==> config.mk <==
export PLATFORM = sky130hd
export DESIGN_NAME = i2c_mm_master
export DESIGN_NICKNAME = d
export VERILOG_FILES = /design/src/rtl/i2c_mm_pkg.sv /design/src/rtl/i2c_mm_sync.sv /design/src/rtl/i2c_mm_watch.sv /design/src/rtl/i2c_mm_bit.sv /design/src/rtl/i2c_mm_master.sv
export SDC_FILE = /design/constraint.sdc
export NUM_CORES = 1
export LEC_CHECK = 0
export BUFFER_PORTS_ARGS = -buffer_cell sky130_fd_sc_hd__buf_2
export CORE_ASPECT_RATIO = 0.7
export CORE_MARGIN = 2
export CORE_UTILIZATION = 35
export DETAILED_ROUTE_END_ITERATION = 8
export PLACE_DENSITY = 0.61
export SYNTH_ARGS = -nofsm -noshare
export SYNTH_HDL_FRONTEND = slang
export SYNTH_SLANG_ARGS = --single-unit
==> constraint.sdc <==
create_clock -name clk -period 5.88 [get_ports clk]
set_input_delay 0.294 -clock clk [delete_from_list [all_inputs] [get_ports clk]]
set_output_delay 0.294 -clock clk [all_outputs]
set_load 0.02 [all_outputs]
==> src/rtl/i2c_mm_pkg.sv <==
package i2c_mm_pkg;
  typedef enum logic [1:0] {
    OP_START = 2'd0,
    OP_STOP  = 2'd1,
    OP_WRITE = 2'd2,
    OP_READ  = 2'd3
  } op_e;

  typedef enum logic [1:0] {
    BK_START  = 2'd0,
    BK_RSTART = 2'd1,
    BK_DATA   = 2'd2,
    BK_STOP   = 2'd3
  } bitkind_e;
endpackage

==> src/rtl/i2c_mm_sync.sv <==
module i2c_mm_sync #(
  parameter int W      = 2,
  parameter int STAGES = 2
) (
  input  logic         clk,
  input  logic         rst_n,
  input  logic [W-1:0] d,
  output logic [W-1:0] q
);
  logic [W-1:0] stage_q [STAGES];

  for (genvar g = 0; g < STAGES; g++) begin : g_stage
    always_ff @(posedge clk or negedge rst_n) begin
      if (!rst_n) stage_q[g] <= '1;
      else if (g == 0) stage_q[g] <= d;
      else stage_q[g] <= stage_q[(g == 0) ? 0 : g-1];
    end
  end

  assign q = stage_q[STAGES-1];
endmodule

==> src/rtl/i2c_mm_watch.sv <==
module i2c_mm_watch (
  input  logic clk,
  input  logic rst_n,
  input  logic scl_s,
  input  logic sda_s,
  output logic busy,
  output logic stop_seen
);
  logic scl_d, sda_d, start_seen;

  assign start_seen = scl_s & scl_d & sda_d & ~sda_s;
  assign stop_seen  = scl_s & scl_d & ~sda_d & sda_s;

  always_ff @(posedge clk or negedge rst_n) begin
    if (!rst_n) begin
      scl_d <= 1'b1;
      sda_d <= 1'b1;
      busy  <= 1'b0;
    end else begin
      scl_d <= scl_s;
      sda_d <= sda_s;
      if (start_seen) busy <= 1'b1;
      else if (stop_seen) busy <= 1'b0;
    end
  end
endmodule

==> src/rtl/i2c_mm_bit.sv <==
module i2c_mm_bit
  import i2c_mm_pkg::*;
#(
  parameter int CW = 8
) (
  input  logic          clk,
  input  logic          rst_n,
  input  logic          go,
  input  bitkind_e      kind,
  input  logic          tx,
  input  logic          chk,
  input  logic [CW-1:0] low_cyc,
  input  logic [CW-1:0] high_cyc,
  input  logic [CW-1:0] hold_cyc,
  input  logic          scl_s,
  input  logic          sda_s,
  output logic          done,
  output logic          rx,
  output logic          arb,
  output logic          scl_oe,
  output logic          sda_oe
);
  typedef enum logic [2:0] {B_IDLE, B_LOW, B_RISE, B_HIGH, B_TAIL} bstate_e;

  bstate_e       st;
  bitkind_e      kind_q;
  logic          tx_q, chk_q;
  logic [CW-1:0] cnt, low_q, high_q, hold_q;

  always_ff @(posedge clk or negedge rst_n) begin
    if (!rst_n) begin
      st     <= B_IDLE;
      kind_q <= BK_START;
      tx_q   <= 1'b1;
      chk_q  <= 1'b0;
      cnt    <= '0;
      low_q  <= '0;
      high_q <= '0;
      hold_q <= '0;
      done   <= 1'b0;
      arb    <= 1'b0;
      rx     <= 1'b1;
      scl_oe <= 1'b0;
      sda_oe <= 1'b0;
    end else begin
      done <= 1'b0;
      arb  <= 1'b0;
      case (st)
        B_IDLE: if (go) begin
          kind_q <= kind;
          tx_q   <= tx;
          chk_q  <= chk;
          low_q  <= low_cyc;
          high_q <= high_cyc;
          hold_q <= hold_cyc;
          cnt    <= '0;
          if (kind == BK_START) begin
            sda_oe <= 1'b1;
            st     <= B_HIGH;
          end else begin
            st <= B_LOW;
          end
        end
        B_LOW: begin
          cnt <= cnt + 1'b1;
          if (cnt == hold_q) begin
            case (kind_q)
              BK_DATA:   sda_oe <= ~tx_q;
              BK_STOP:   sda_oe <= 1'b1;
              BK_RSTART: sda_oe <= 1'b0;
              default:   sda_oe <= sda_oe;
            endcase
          end
          if (cnt == low_q) begin
            scl_oe <= 1'b0;
            st     <= B_RISE;
          end
        end
        B_RISE: if (scl_s) begin
          cnt <= '0;
          st  <= B_HIGH;
        end
        B_HIGH: begin
          cnt <= cnt + 1'b1;
          if (cnt == high_q) begin
            case (kind_q)
              BK_START: begin
                scl_oe <= 1'b1;
                done   <= 1'b1;
                st     <= B_IDLE;
              end
              BK_DATA: begin
                rx <= sda_s;
                if (chk_q && tx_q && !sda_s) begin
                  scl_oe <= 1'b0;
                  sda_oe <= 1'b0;
                  arb    <= 1'b1;
                end else begin
                  scl_oe <= 1'b1;
                end
                done <= 1'b1;
                st   <= B_IDLE;
              end
              BK_STOP: begin
                sda_oe <= 1'b0;
                cnt    <= '0;
                st     <= B_TAIL;
              end
              default: begin
                if (!sda_s) begin
                  scl_oe <= 1'b0;
                  sda_oe <= 1'b0;
                  arb    <= 1'b1;
                  done   <= 1'b1;
                  st     <= B_IDLE;
                end else begin
                  sda_oe <= 1'b1;
                  cnt    <= '0;
                  st     <= B_TAIL;
                end
              end
            endcase
          end
        end
        B_TAIL: begin
          cnt <= cnt + 1'b1;
          if (cnt == high_q) begin
            if (kind_q == BK_RSTART) scl_oe <= 1'b1;
            done <= 1'b1;
            st   <= B_IDLE;
          end
        end
        default: st <= B_IDLE;
      endcase
    end
  end
endmodule

==> src/rtl/i2c_mm_master.sv <==
module i2c_mm_master
  import i2c_mm_pkg::*;
#(
  parameter int LOW_STD   = 250,
  parameter int HIGH_STD  = 200,
  parameter int LOW_FAST  = 70,
  parameter int HIGH_FAST = 35,
  parameter int HOLD_CYC  = 10
) (
  input  logic       clk,
  input  logic       rst_n,
  input  logic       speed_fast,
  input  logic       cmd_valid,
  output logic       cmd_ready,
  input  logic [1:0] cmd_op,
  input  logic [7:0] cmd_data,
  input  logic       cmd_last,
  output logic       rsp_valid,
  input  logic       rsp_ready,
  output logic [7:0] rsp_data,
  output logic       rsp_ack,
  output logic       rsp_err,
  output logic       bus_busy,
  output logic       arb_lost,
  input  logic       scl_i,
  input  logic       sda_i,
  output logic       scl_oe,
  output logic       sda_oe
);
  localparam int MAX_LOW  = (LOW_STD > LOW_FAST) ? LOW_STD : LOW_FAST;
  localparam int MAX_HIGH = (HIGH_STD > HIGH_FAST) ? HIGH_STD : HIGH_FAST;
  localparam int MAXC     = (MAX_LOW > MAX_HIGH) ? MAX_LOW : MAX_HIGH;
  localparam int CW       = $clog2(MAXC + 1) + 1;

  typedef enum logic [1:0] {T_IDLE, T_WFREE, T_RUN, T_RSP} tstate_e;

  logic [1:0]    lines_s;
  logic          scl_s, sda_s, stop_seen;
  logic          b_done, b_rx, b_arb;
  logic [CW-1:0] low_sel, high_sel;

  tstate_e       st;
  op_e           op_q;
  bitkind_e      kind_q;
  logic          go_q, tx_q, chk_q, nack_q, own_q, arb_q;
  logic [7:0]    sh, rsp_data_q;
  logic [3:0]    bitn;
  logic          rsp_ack_q, rsp_err_q;

  i2c_mm_sync #(.W(2), .STAGES(2)) u_sync (
    .clk(clk), .rst_n(rst_n), .d({scl_i, sda_i}), .q(lines_s)
  );
  assign scl_s = lines_s[1];
  assign sda_s = lines_s[0];

  i2c_mm_watch u_watch (
    .clk(clk), .rst_n(rst_n), .scl_s(scl_s), .sda_s(sda_s),
    .busy(bus_busy), .stop_seen(stop_seen)
  );

  assign low_sel  = speed_fast ? CW'(LOW_FAST)  : CW'(LOW_STD);
  assign high_sel = speed_fast ? CW'(HIGH_FAST) : CW'(HIGH_STD);

  i2c_mm_bit #(.CW(CW)) u_bit (
    .clk(clk), .rst_n(rst_n), .go(go_q), .kind(kind_q), .tx(tx_q), .chk(chk_q),
    .low_cyc(low_sel), .high_cyc(high_sel), .hold_cyc(CW'(HOLD_CYC)),
    .scl_s(scl_s), .sda_s(sda_s), .done(b_done), .rx(b_rx), .arb(b_arb),
    .scl_oe(scl_oe), .sda_oe(sda_oe)
  );

  assign cmd_ready = (st == T_IDLE);
  assign rsp_valid = (st == T_RSP);
  assign rsp_data  = rsp_data_q;
  assign rsp_ack   = rsp_ack_q;
  assign rsp_err   = rsp_err_q;
  assign arb_lost  = arb_q;

  always_ff @(posedge clk or negedge rst_n) begin
    if (!rst_n) begin
      st         <= T_IDLE;
      op_q       <= OP_START;
      kind_q     <= BK_START;
      go_q       <= 1'b0;
      tx_q       <= 1'b1;
      chk_q      <= 1'b0;
      nack_q     <= 1'b0;
      own_q      <= 1'b0;
      arb_q      <= 1'b0;
      sh         <= '0;
      bitn       <= '0;
      rsp_data_q <= '0;
      rsp_ack_q  <= 1'b0;
      rsp_err_q  <= 1'b0;
    end else begin
      go_q <= 1'b0;
      if (arb_q && stop_seen) arb_q <= 1'b0;
      case (st)
        T_IDLE: if (cmd_valid) begin
          op_q       <= op_e'(cmd_op);
          sh         <= cmd_data;
          nack_q     <= cmd_last;
          bitn       <= '0;
          rsp_data_q <= '0;
          rsp_ack_q  <= 1'b0;
          rsp_err_q  <= 1'b0;
          if (arb_q || (op_e'(cmd_op) != OP_START && !own_q)) begin
            rsp_err_q <= 1'b1;
            st        <= T_RSP;
          end else begin
            case (op_e'(cmd_op))
              OP_START: begin
                if (own_q) begin
                  go_q   <= 1'b1;
                  kind_q <= BK_RSTART;
                  st     <= T_RUN;
                end else begin
                  st <= T_WFREE;
                end
              end
              OP_STOP: begin
                go_q   <= 1'b1;
                kind_q <= BK_STOP;
                st     <= T_RUN;
              end
              default: begin
                go_q   <= 1'b1;
                kind_q <= BK_DATA;
                tx_q   <= (op_e'(cmd_op) == OP_WRITE) ? cmd_data[7] : 1'b1;
                chk_q  <= (op_e'(cmd_op) == OP_WRITE);
                st     <= T_RUN;
              end
            endcase
          end
        end
        T_WFREE: if (!bus_busy) begin
          go_q   <= 1'b1;
          kind_q <= BK_START;
          st     <= T_RUN;
        end
        T_RUN: if (b_done) begin
          if (b_arb) begin
            arb_q     <= 1'b1;
            own_q     <= 1'b0;
            rsp_err_q <= 1'b1;
            st        <= T_RSP;
          end else begin
            case (op_q)
              OP_START: begin
                own_q <= 1'b1;
                st    <= T_RSP;
              end
              OP_STOP: begin
                own_q <= 1'b0;
                st    <= T_RSP;
              end
              default: begin
                if (bitn == 4'd8) begin
                  rsp_ack_q <= (op_q == OP_WRITE) ? ~b_rx : ~nack_q;
                  st        <= T_RSP;
                end else begin
                  sh     <= {sh[6:0], b_rx};
                  bitn   <= bitn + 1'b1;
                  go_q   <= 1'b1;
                  kind_q <= BK_DATA;
                  if (bitn == 4'd7) begin
                    tx_q  <= (op_q == OP_WRITE) ? 1'b1 : nack_q;
                    chk_q <= (op_q == OP_READ) && nack_q;
                    if (op_q == OP_READ) rsp_data_q <= {sh[6:0], b_rx};
                  end else begin
                    tx_q  <= (op_q == OP_WRITE) ? sh[6] : 1'b1;
                    chk_q <= (op_q == OP_WRITE);
                  end
                end
              end
            endcase
          end
        end
        T_RSP: if (rsp_ready) st <= T_IDLE;
        default: st <= T_IDLE;
      endcase
    end
  end
endmodule

### Yosys cells after proc, flatten, opt, wreduce, memory -nomap -nowiden

Index checks and enable logic that the tools add are counted.

| cells by class | value |
|---|---|
| reductions and logical operators | 42 |
| multiplexer cells | 135 |
| equal/unequal tests | 48 |
| bitwise operators | 10 |
| add/subtract/negate cells | 2 |

Operator list:

| kind | number |
|---|---|
| 8-bit two-way mux | 9 |
| 1-bit two-way mux | 63 |
| 2-bit two-way mux | 19 |
| 9-bit two-way mux | 4 |
| 9-bit case mux with 4 select lines | 1 |
| 7-bit two-way mux | 5 |
| 2-bit inequality test, second input constant | 14 |
| 8-bit AND reduction | 3 |
| 4-bit two-way mux | 5 |
| 9-bit equality test | 2 |
| 3-bit two-way mux | 6 |
| 2-bit by 1-bit inequality test with 1-bit output, second input constant | 9 |
| 1-bit case mux with 3 select lines | 6 |
| 9-bit case mux with 2 select lines | 1 |
| 1-bit case mux with 2 select lines | 8 |
| 8-bit case mux with 2 select lines | 1 |
| 3-bit case mux with 5 select lines | 1 |
| 2-bit equality test, second input constant | 7 |
| 7-bit case mux with 2 select lines | 1 |
| 6-bit AND reduction | 2 |
| 3-bit nonzero test | 4 |
| 2-bit zero test | 5 |
| 5-bit AND reduction | 2 |
| 2-bit OR reduction | 5 |
| other kinds (32) | 54 |

| word-level totals | value |
|---|---|
| word-level logic and storage cells | 269 |
| bits of input ports | 18 |
| register bits | 80 |

### Logic depth before layout (Yosys ltp)

Gate-level depths: netlist (run 1).

| logic depth | value |
|---|---|
| depth after elaboration | 8 |
| mapped depth | 8 |

### Hierarchy

Synthesis (run 1) repeated with hierarchy kept, for this count alone.

| unflattened totals | value |
|---|---|
| cells, all modules | 426 |
| area total of the unflattened synthesis | 4,563.1 um^2 |

By module, submodules not included:

| module | times used | seq. area each (um^2) | area each (um^2) | cells an instance |
|---|---|---|---|---|
| i2c_mm_bit | 1 | 1,203.7 | 2,591.2 | 242 |
| i2c_mm_master | 1 | 827.0 | 1,741.7 | 171 |
| i2c_mm_sync | 1 | 105.1 | 120.1 | 6 |
| i2c_mm_watch | 1 | 77.6 | 110.1 | 7 |

### Worst setup path before layout (run 1)

No wires, ideal clock.

| path | value |
|---|---|
| kind | register to register |
| from | reg u_bit.cnt[3] |
| to | reg u_bit.rx |
| library setup time | 0.085 ns |
| stages on the path, launching flop included | 7 |
| path buffers | 1 |
| path slack | 3.767 ns |
| arrival time | 2.028 ns |
| period minus slack after synthesis | 2.113 ns |
| cell sequence | dfrtp_1 > buf_6 > or4_4 > a221oi_4 > and2_4 > and3_1 > mux2_1 |

| on the way | value |
|---|---|
| cells in the longest elaborated chain, start to end | 2 |

RTL lines:

| item | line | RTL |
|---|---|---|
| from (decl) | i2c_mm_bit.sv:28 | `logic [CW-1:0] cnt, low_q, high_q, hold_q;` |
| from (signal assigned) | i2c_mm_bit.sv:65 | `cnt <= cnt + 1'b1;` |
| from (signal assigned) | i2c_mm_bit.sv:84 | `cnt <= cnt + 1'b1;` |
| from (signal assigned) | i2c_mm_bit.sv:126 | `cnt <= cnt + 1'b1;` |
| 9-bit equality test | i2c_mm_bit.sv:85 | `if (cnt == high_q) begin` |
| 3-bit AND reduction (no line) | - |  |
| to (signal assigned) | i2c_mm_bit.sv:93 | `rx <= sda_s;` |
| to (decl) | i2c_mm_bit.sv:18 | `output logic rx,` |

No other way between the ends.
A chain may end at the register's enable or synchronous reset.

### Final worst setup path (run 1)

| path | value |
|---|---|
| from | reg st[0] |
| to | reg rsp_data_q[4], in the netlist rsp_data[4] |

| on the way | value |
|---|---|
| cells in the longest elaborated chain, start to end | 3 |

RTL lines:

| item | line | RTL |
|---|---|---|
| from (decl) | i2c_mm_master.sv:42 | `tstate_e st;` |
| from (signal assigned) | i2c_mm_master.sv:80 | `st <= T_IDLE;` |
| from (signal assigned) | i2c_mm_master.sv:108 | `st <= T_RSP;` |
| from (signal assigned) | i2c_mm_master.sv:115 | `st <= T_RUN;` |
| 2-bit equality test / 2-bit zero test (equally long branches) | i2c_mm_master.sv:97 | `case (st)` |
| 2-bit inequality test (no line), or another cell as far along | - |  |
| 8-bit AND reduction (no line) | - |  |
| to (signal assigned) | i2c_mm_master.sv:168 | `if (op_q == OP_READ) rsp_data_q <= {sh[6:0], b_rx};` |
| to (decl) | i2c_mm_master.sv:46 | `logic [7:0] sh, rsp_data_q;` |

Parallel ways exist; a longest one is shown, timed or not.

==> impl_metrics.toml, run 1 <==
[global_routing]
overflow = 0
first_global_vias = 2670
grt_max_degree = 65
antenna_found_initial = 0
grt_pass1_wl_um = 13500
grt_usage_pct = 16.7

[die]
pin_count = 34
die_h_um = 86.3
rows = 29
coreArea_um2 = 9220
dieArea_um2 = 10500
die_w_um = 122
start_util_pct = 36.7

[worst_setup_path]
cp.buffers_inverters = 1
start_kind = "flop"
cpMaxStageDelayCell = "ha_1"
reg2reg_depth = 7
crit_fanout = 25
cp_num_cells = 7
cp_slowest_stage_delay_ns = 0.79
cp_cell_sequence = "inv_1 > ha_1 > mux2i_1 > a21oi_1 > nand3_1 > nor2_1 > a22o_1"
crit_family = "adder cells"
critPathCaptureType = "flop"
crit_required_ns = 6.14
critical_path_class = "flop to flop"
cp.arrival_ns = 3.16

[yosys]
synth_mux_area_share_pct = 6.73
synth-edff-count = 0
synth_warnings = 0
yosys.area_share.simple_pct = 19.9
synth_top_family_by_area = "simple AND/OR/NAND/NOR gates"
synthArstFlopShare_pct = 100
synth_area_um2 = 3390
ys_ff_latch = 64
avgSynthCellArea_um2 = 9.70
synth-xor-area-share_pct = 1.29
synth_compound_area_share_pct = 18.3
synth_fa_ha_area_share_pct = 2.59
ys_seq_area_share_pct = 47.6
synthFlopType = "dfrtp_1"
synthCells = 349
syn-num-nets = 374
synth_cell_type_count = 60

[power]
p_seq_share_pct = 36.3
clock_power_share_pct = 25.8
fin_total_pwr_uw = 2040
p_leak_uw = 0.00174
ir_drop_uv = 189
p_switching_uw = 808
comb_power_share_pct = 37.9
p_sw_share_pct = 39.7
internal_power_uw = 1230
p_per_area_nw_per_um2 = 516

[min_path]
hold_class = "input port to flop"
holdPathStages = 1

[routing]
wl_um = 7920
drc = 0
detail-route-antenna-nets = 0
via_per_inst = 5.32
vias = 2713
dr.pass1.iters = 4
drtIter0Drc = 181
wl_per_cell_um = 15.5

[sta]
rsz0062_at_grt = "false"
drv_slew = 0
skew_ns = 0.00760
tightestPinTransition_ns = 0.962
max_freq_ghz = 0.346
timing.final.crit_share_pct = 49.2
setup_viol = 0
finalWorstSetupSlack_ns = 2.99
slew_headroom_pct = 35.9
period_minus_slack_ns = 2.89
tns_ns = 0
hold_viol_final = 0

[clock_tree]
insertion_delay_ns = 0.33
cts_resized = 0
cts_root_buf = "clkbuf_16"
cts_buffers = 9
ctsHoldBuffers = 0
cts_tree = "done"
cts_max_path_buffers = 2
clk_pin_slew_ns = 0.05
htreeDepth = 3
clock-sinks = 64
cts_setup_buffers = 0

[placement]
numPortBuffers = 33
pre_cts_slack_ns = 3.03
place_inst = 494
gp_congestion = 0.863
hpwl_um = 5730

[run]
maxCapViolCount = 0

[layout]
syn2layout_area_growth_pct = 16.6
final_nets = 406
drive_gt1_share_pct = 20.7
stdcell_count = 510
num_antenna_cells = 0

[outcome]
status = "finished, final reports clean"
==> cell usage in the layout (no fill, tap or decap), drive strengths merged, types with 9 or more instances in the layout <==
master,netlist,routed
dfrtp,55,55
dfstp,9,9
nor2,34,34
buf,6,35
nand2,39,39
mux2,11,11
clkbuf,8,12
inv,15,15
o21ai,23,23
nand3,14,14
nor3,12,12
mux2i,10,10
a21oi,17,17
==> metal layers <==
metal / global-route usage [%] / up-vias / share of wire, %
met1: 26.2 / 1325 / 55
met4: 5.02 / 0 / 0.34
met5: 0 / - / 0
met2: 21.9 / 54 / 41
li1: - / 1332 / -
met3: 4.93 / 2 / 3.8
==> synth_stat cells (3+ instances only) <==
library cell | count | share of area, %
mux2_2 | 9 | 3.0
a21oi_1 | 16 | 2.4
nand3_1 | 14 | 2.1
nand3b_1 | 5 | 1.1
nand2b_1 | 6 | 1.1
xor2_1 | 3 | 0.78
o21ai_0 | 22 | 3.3
inv_1 | 15 | 1.7
nand2_1 | 38 | 4.2
clkbuf_1 | 8 | 0.89
nor2_1 | 33 | 3.7
nor3_1 | 12 | 1.8
and3_1 | 3 | 0.55
buf_2 | 5 | 0.74
o31ai_1 | 3 | 0.67
dfrtp_1 | 55 | 41
o22ai_1 | 6 | 1.1
a211oi_1 | 3 | 0.67
o211ai_1 | 6 | 1.3
a22o_1 | 8 | 2.1
ha_1 | 7 | 2.6
mux2i_1 | 10 | 3.0
dfstp_2 | 9 | 7.0
or2_2 | 3 | 0.55
nand4_1 | 3 | 0.55
==> area by class of cell <==
cell class / count / area (um^2)
Tap cell: 124 / 155
Timing Repair Buffer: 35 / 180
Sequential cell: 64 / 1610
Clock buffer: 12 / 246
Fill cell: 943 / 5270
Inverter: 15 / 56.3
Multi-Input combinational cell: 256 / 1650
Clock inverter: 4 / 45.0
==> registers in the layout, summed over array words and instances, names as in the netlist, 2 cells and up <==
signal	flops
u_bit.st	3
op_q	2
u_bit.cnt	9
u_bit.kind_q	2
u_sync.stage_q	2
rsp_data	8
sh	7
u_sync.q	2
kind_q	2
bitn	4
u_bit.low_q	3
st	2
==> cells by family after synthesis <==
kind of cell / after synthesis
AND/OR/NAND/NOR: 135
AO/OA/AOI/OAI: 88
flip-flops: 64
buffers and inverters: 29
multiplexers: 21
adder cells (fa/ha/maj): 7
XOR/XNOR: 5
==> metrics by stage <==
| step | util (%) | hold WS, ns | instance area, um^2 |
|---|---|---|---|
| global route | 42.8 | 0.0518 | 3950 |
| global placement | 39.7 | 0.349 | 3650 |
| finish | 42.8 | 0.0646 | 3950 |
| CTS | 42.8 | 0.0536 | 3950 |
| detailed placement | 39.7 | 0.348 | 3650 |
| floorplan | - | -0.00159 | 3390 |
==> power by group through the flow <==
stage	Combinational, uW	Clock (uW)	Sequential (uW)
finish	771	526	739
global route	878	560	763
CTS	772	539	736
detailed placement	768	0	742
global placement	751	0	736
floorplan	644	0	670
==> path summary, 6_finish.rpt <==
path	startpoint	end	slack, ns
max in group asynchronous	rst_n	u_bit.sda_oe$_DFFE_PN0P_	5.20
worst max register to register	st[0]$_DFFE_PN0P_	rsp_data[4]$_DFFE_PN0P_	2.99
worst min register to register	u_sync.stage_q[3]$_DFF_PN1_	u_sync.q[1]$_DFF_PN1_	0.36
worst max-delay path	st[0]$_DFFE_PN0P_	rsp_data[4]$_DFFE_PN0P_	2.99
worst min-delay path	sda_i	u_sync.stage_q[2]$_DFF_PN1_	0.06
min in group asynchronous	rst_n	rsp_data[6]$_DFFE_PN0P_	0.11
Note: power is estimated with default switching activity, not from simulation.
==> run 2, diff against run 1 <==
- clock period: 5.88 -> 2.81 ns (I/O delays scaled with it)
==> impl_metrics.toml, run 2 (synthesis results as in run 1) <==
[worst_setup_path]
cpMaxStageDelayCell = "nor2_1"
crit_fanout = 9
critPathCaptureType = "flop"
crit_required_ns = 3.08
cp.arrival_ns = 2.74
critical_path_class = "flop to flop"
cp_cell_sequence = "inv_1 > ha_1 > mux2i_1 > a21oi_1 > nand3_1 > nor2_1 > a22o_1"
reg2reg_depth = 7
start_kind = "flop"
cp_slowest_stage_delay_ns = 0.55

[power]
p_switching_uw = 1720
p_leak_uw = 0.00177
ir_drop_uv = 468
internal_power_uw = 2610
clock_power_share_pct = 26.0
p_sw_share_pct = 39.8
p_seq_share_pct = 35.5
p_per_area_nw_per_um2 = 1080
comb_power_share_pct = 38.5
fin_total_pwr_uw = 4330

[min_path]
holdPathStages = 2
hold_class = "input port to flop"

[global_routing]
first_global_vias = 2600
grt_usage_pct = 17.0
grt_max_degree = 35
overflow = 0
grt_pass1_wl_um = 13400
antenna_found_initial = 0

[clock_tree]
cts_max_path_buffers = 2
cts_setup_buffers = 0
insertion_delay_ns = 0.33
cts_resized = 0
cts_tree = "done"
htreeDepth = 3
clock-sinks = 64
cts_buffers = 9
clk_pin_slew_ns = 0.05
cts_root_buf = "clkbuf_16"

[placement]
pre_cts_slack_ns = 0.442
gp_congestion = 0.841
numPortBuffers = 33
place_inst = 496
hpwl_um = 5930

[sta]
tns_ns = 0
max_freq_ghz = 0.405
slew_headroom_pct = 46.1
holdWs_ns = 0.0516
period_minus_slack_ns = 2.47
setup_viol = 0
rsz0062_at_grt = "false"
skew_ns = 0.00676
hold_viol_final = 0
finalWorstSetupSlack_ns = 0.340
tightestPinTransition_ns = 0.808
timing.final.crit_share_pct = 87.9
drv_slew = 0

[routing]
dr.pass1.iters = 5
vias = 2804
drc = 0
drtIter0Drc = 216
wl_um = 8130
via_per_inst = 5.43
detail-route-antenna-nets = 0
wl_per_cell_um = 15.8

[layout]
syn2layout_area_growth_pct = 18.4
drive_gt1_share_pct = 20.9
final_cell_mix = "55 x dfrtp_1, 38 x nand2_1, 33 x nor2_1, 33 x buf_2, 22 x o21ai_0"
num_antenna_cells = 0
final_nets = 412
stdcell_count = 516
final_common_cell = "dfrtp_1"
largest_reg_flops = 9
largest_register = "u_bit.cnt"

[run]
maxCapViolCount = 0

[die]
die_h_um = 86.3
coreArea_um2 = 9220
rows = 29
dieArea_um2 = 10500
pin_count = 34
die_w_um = 122
start_util_pct = 36.7

[outcome]
status = "finished, final reports clean"
run 2: cell count changes in the layout (fill, tap and decap cells not counted), sizes merged:
| cell | previous run | this run |
|---|---|---|
| dlygate4sd3 | 0 | 4 |
| buf | 35 | 37 |
| clkbuf | 12 | 13 |
| clkinv | 3 | 2 |
run 2: final cells by class:
| class | count | area, um^2 |
|---|---|---|
| multi-input combinational | 256 | 1650 |
| sequential | 64 | 1610 |
| clock buffer | 13 | 260 |
| inverter | 15 | 56.3 |
| clock inverter | 3 | 40.0 |
| fill | 902 | 5210 |
| timing repair buffer | 41 | 235 |
| tap | 124 | 155 |
run 2: power by group through the flow:
stage                     Clock [uW]  Combinational, uW  Sequential (uW)
final                           1120               1670             1540
after floorplan                    0               1350             1400
after global placement             0               1620             1540
after detailed placement           0               1640             1550
after global routing            1200               1870             1590
after CTS                       1150               1660             1530
run 2: per-stage QoR:
| step | util (%) | cell area, um^2 |
|---|---|---|
| 3_3_place_gp | 39.8 | 3670 |
| 4_1_cts | 43.5 | 4010 |
| 3_5_place_dp | 39.8 | 3670 |
| 2_1_floorplan | - | 3390 |
| 6_report | 43.5 | 4010 |
| 5_1_grt | 43.5 | 4010 |
run 2: final timing paths:
path	start	end	slack (ns)
worst max-delay path	st[0]$_DFFE_PN0P_	rsp_data[4]$_DFFE_PN0P_	0.34
worst min-delay path	cmd_op[1]	kind_q[0]$_DFFE_PN0P_	0.05
worst max register to register	st[0]$_DFFE_PN0P_	rsp_data[4]$_DFFE_PN0P_	0.34
worst min register to register	u_sync.stage_q[2]$_DFF_PN1_	u_sync.q[0]$_DFF_PN1_	0.35
max in group asynchronous	rst_n	u_sync.stage_q[3]$_DFF_PN1_	1.56
min in group asynchronous	rst_n	u_bit.low_q[5]$_DFFE_PN0P_	0.45
run 2: routing by layer:
| metal | GRT usage [%] | part of all wire, % |
|---|---|---|
| met2 | 21.7 | 40 |
| met3 | 5.66 | 8.1 |
| met5 | 0 | 0 |
| met4 | 5.75 | 0.94 |
| met1 | 26.3 | 51 |
run 2: timing repair:
item | CTS | global route
setup endpoints to repair | 0 | 0
hold endpoints to repair | 32 | 0
hold buffers | 4 | 0
run 2: critical path, delay by kind of cell (launching register included):
family	cells	cell delay, ns
AOI/OAI and AO/OA	2	0.59
DFF	1	0.42
adders and majority gates	1	0.38
buffers and inverters	1	0.10
muxes	1	0.20
and+or+nand+nor	2	0.72
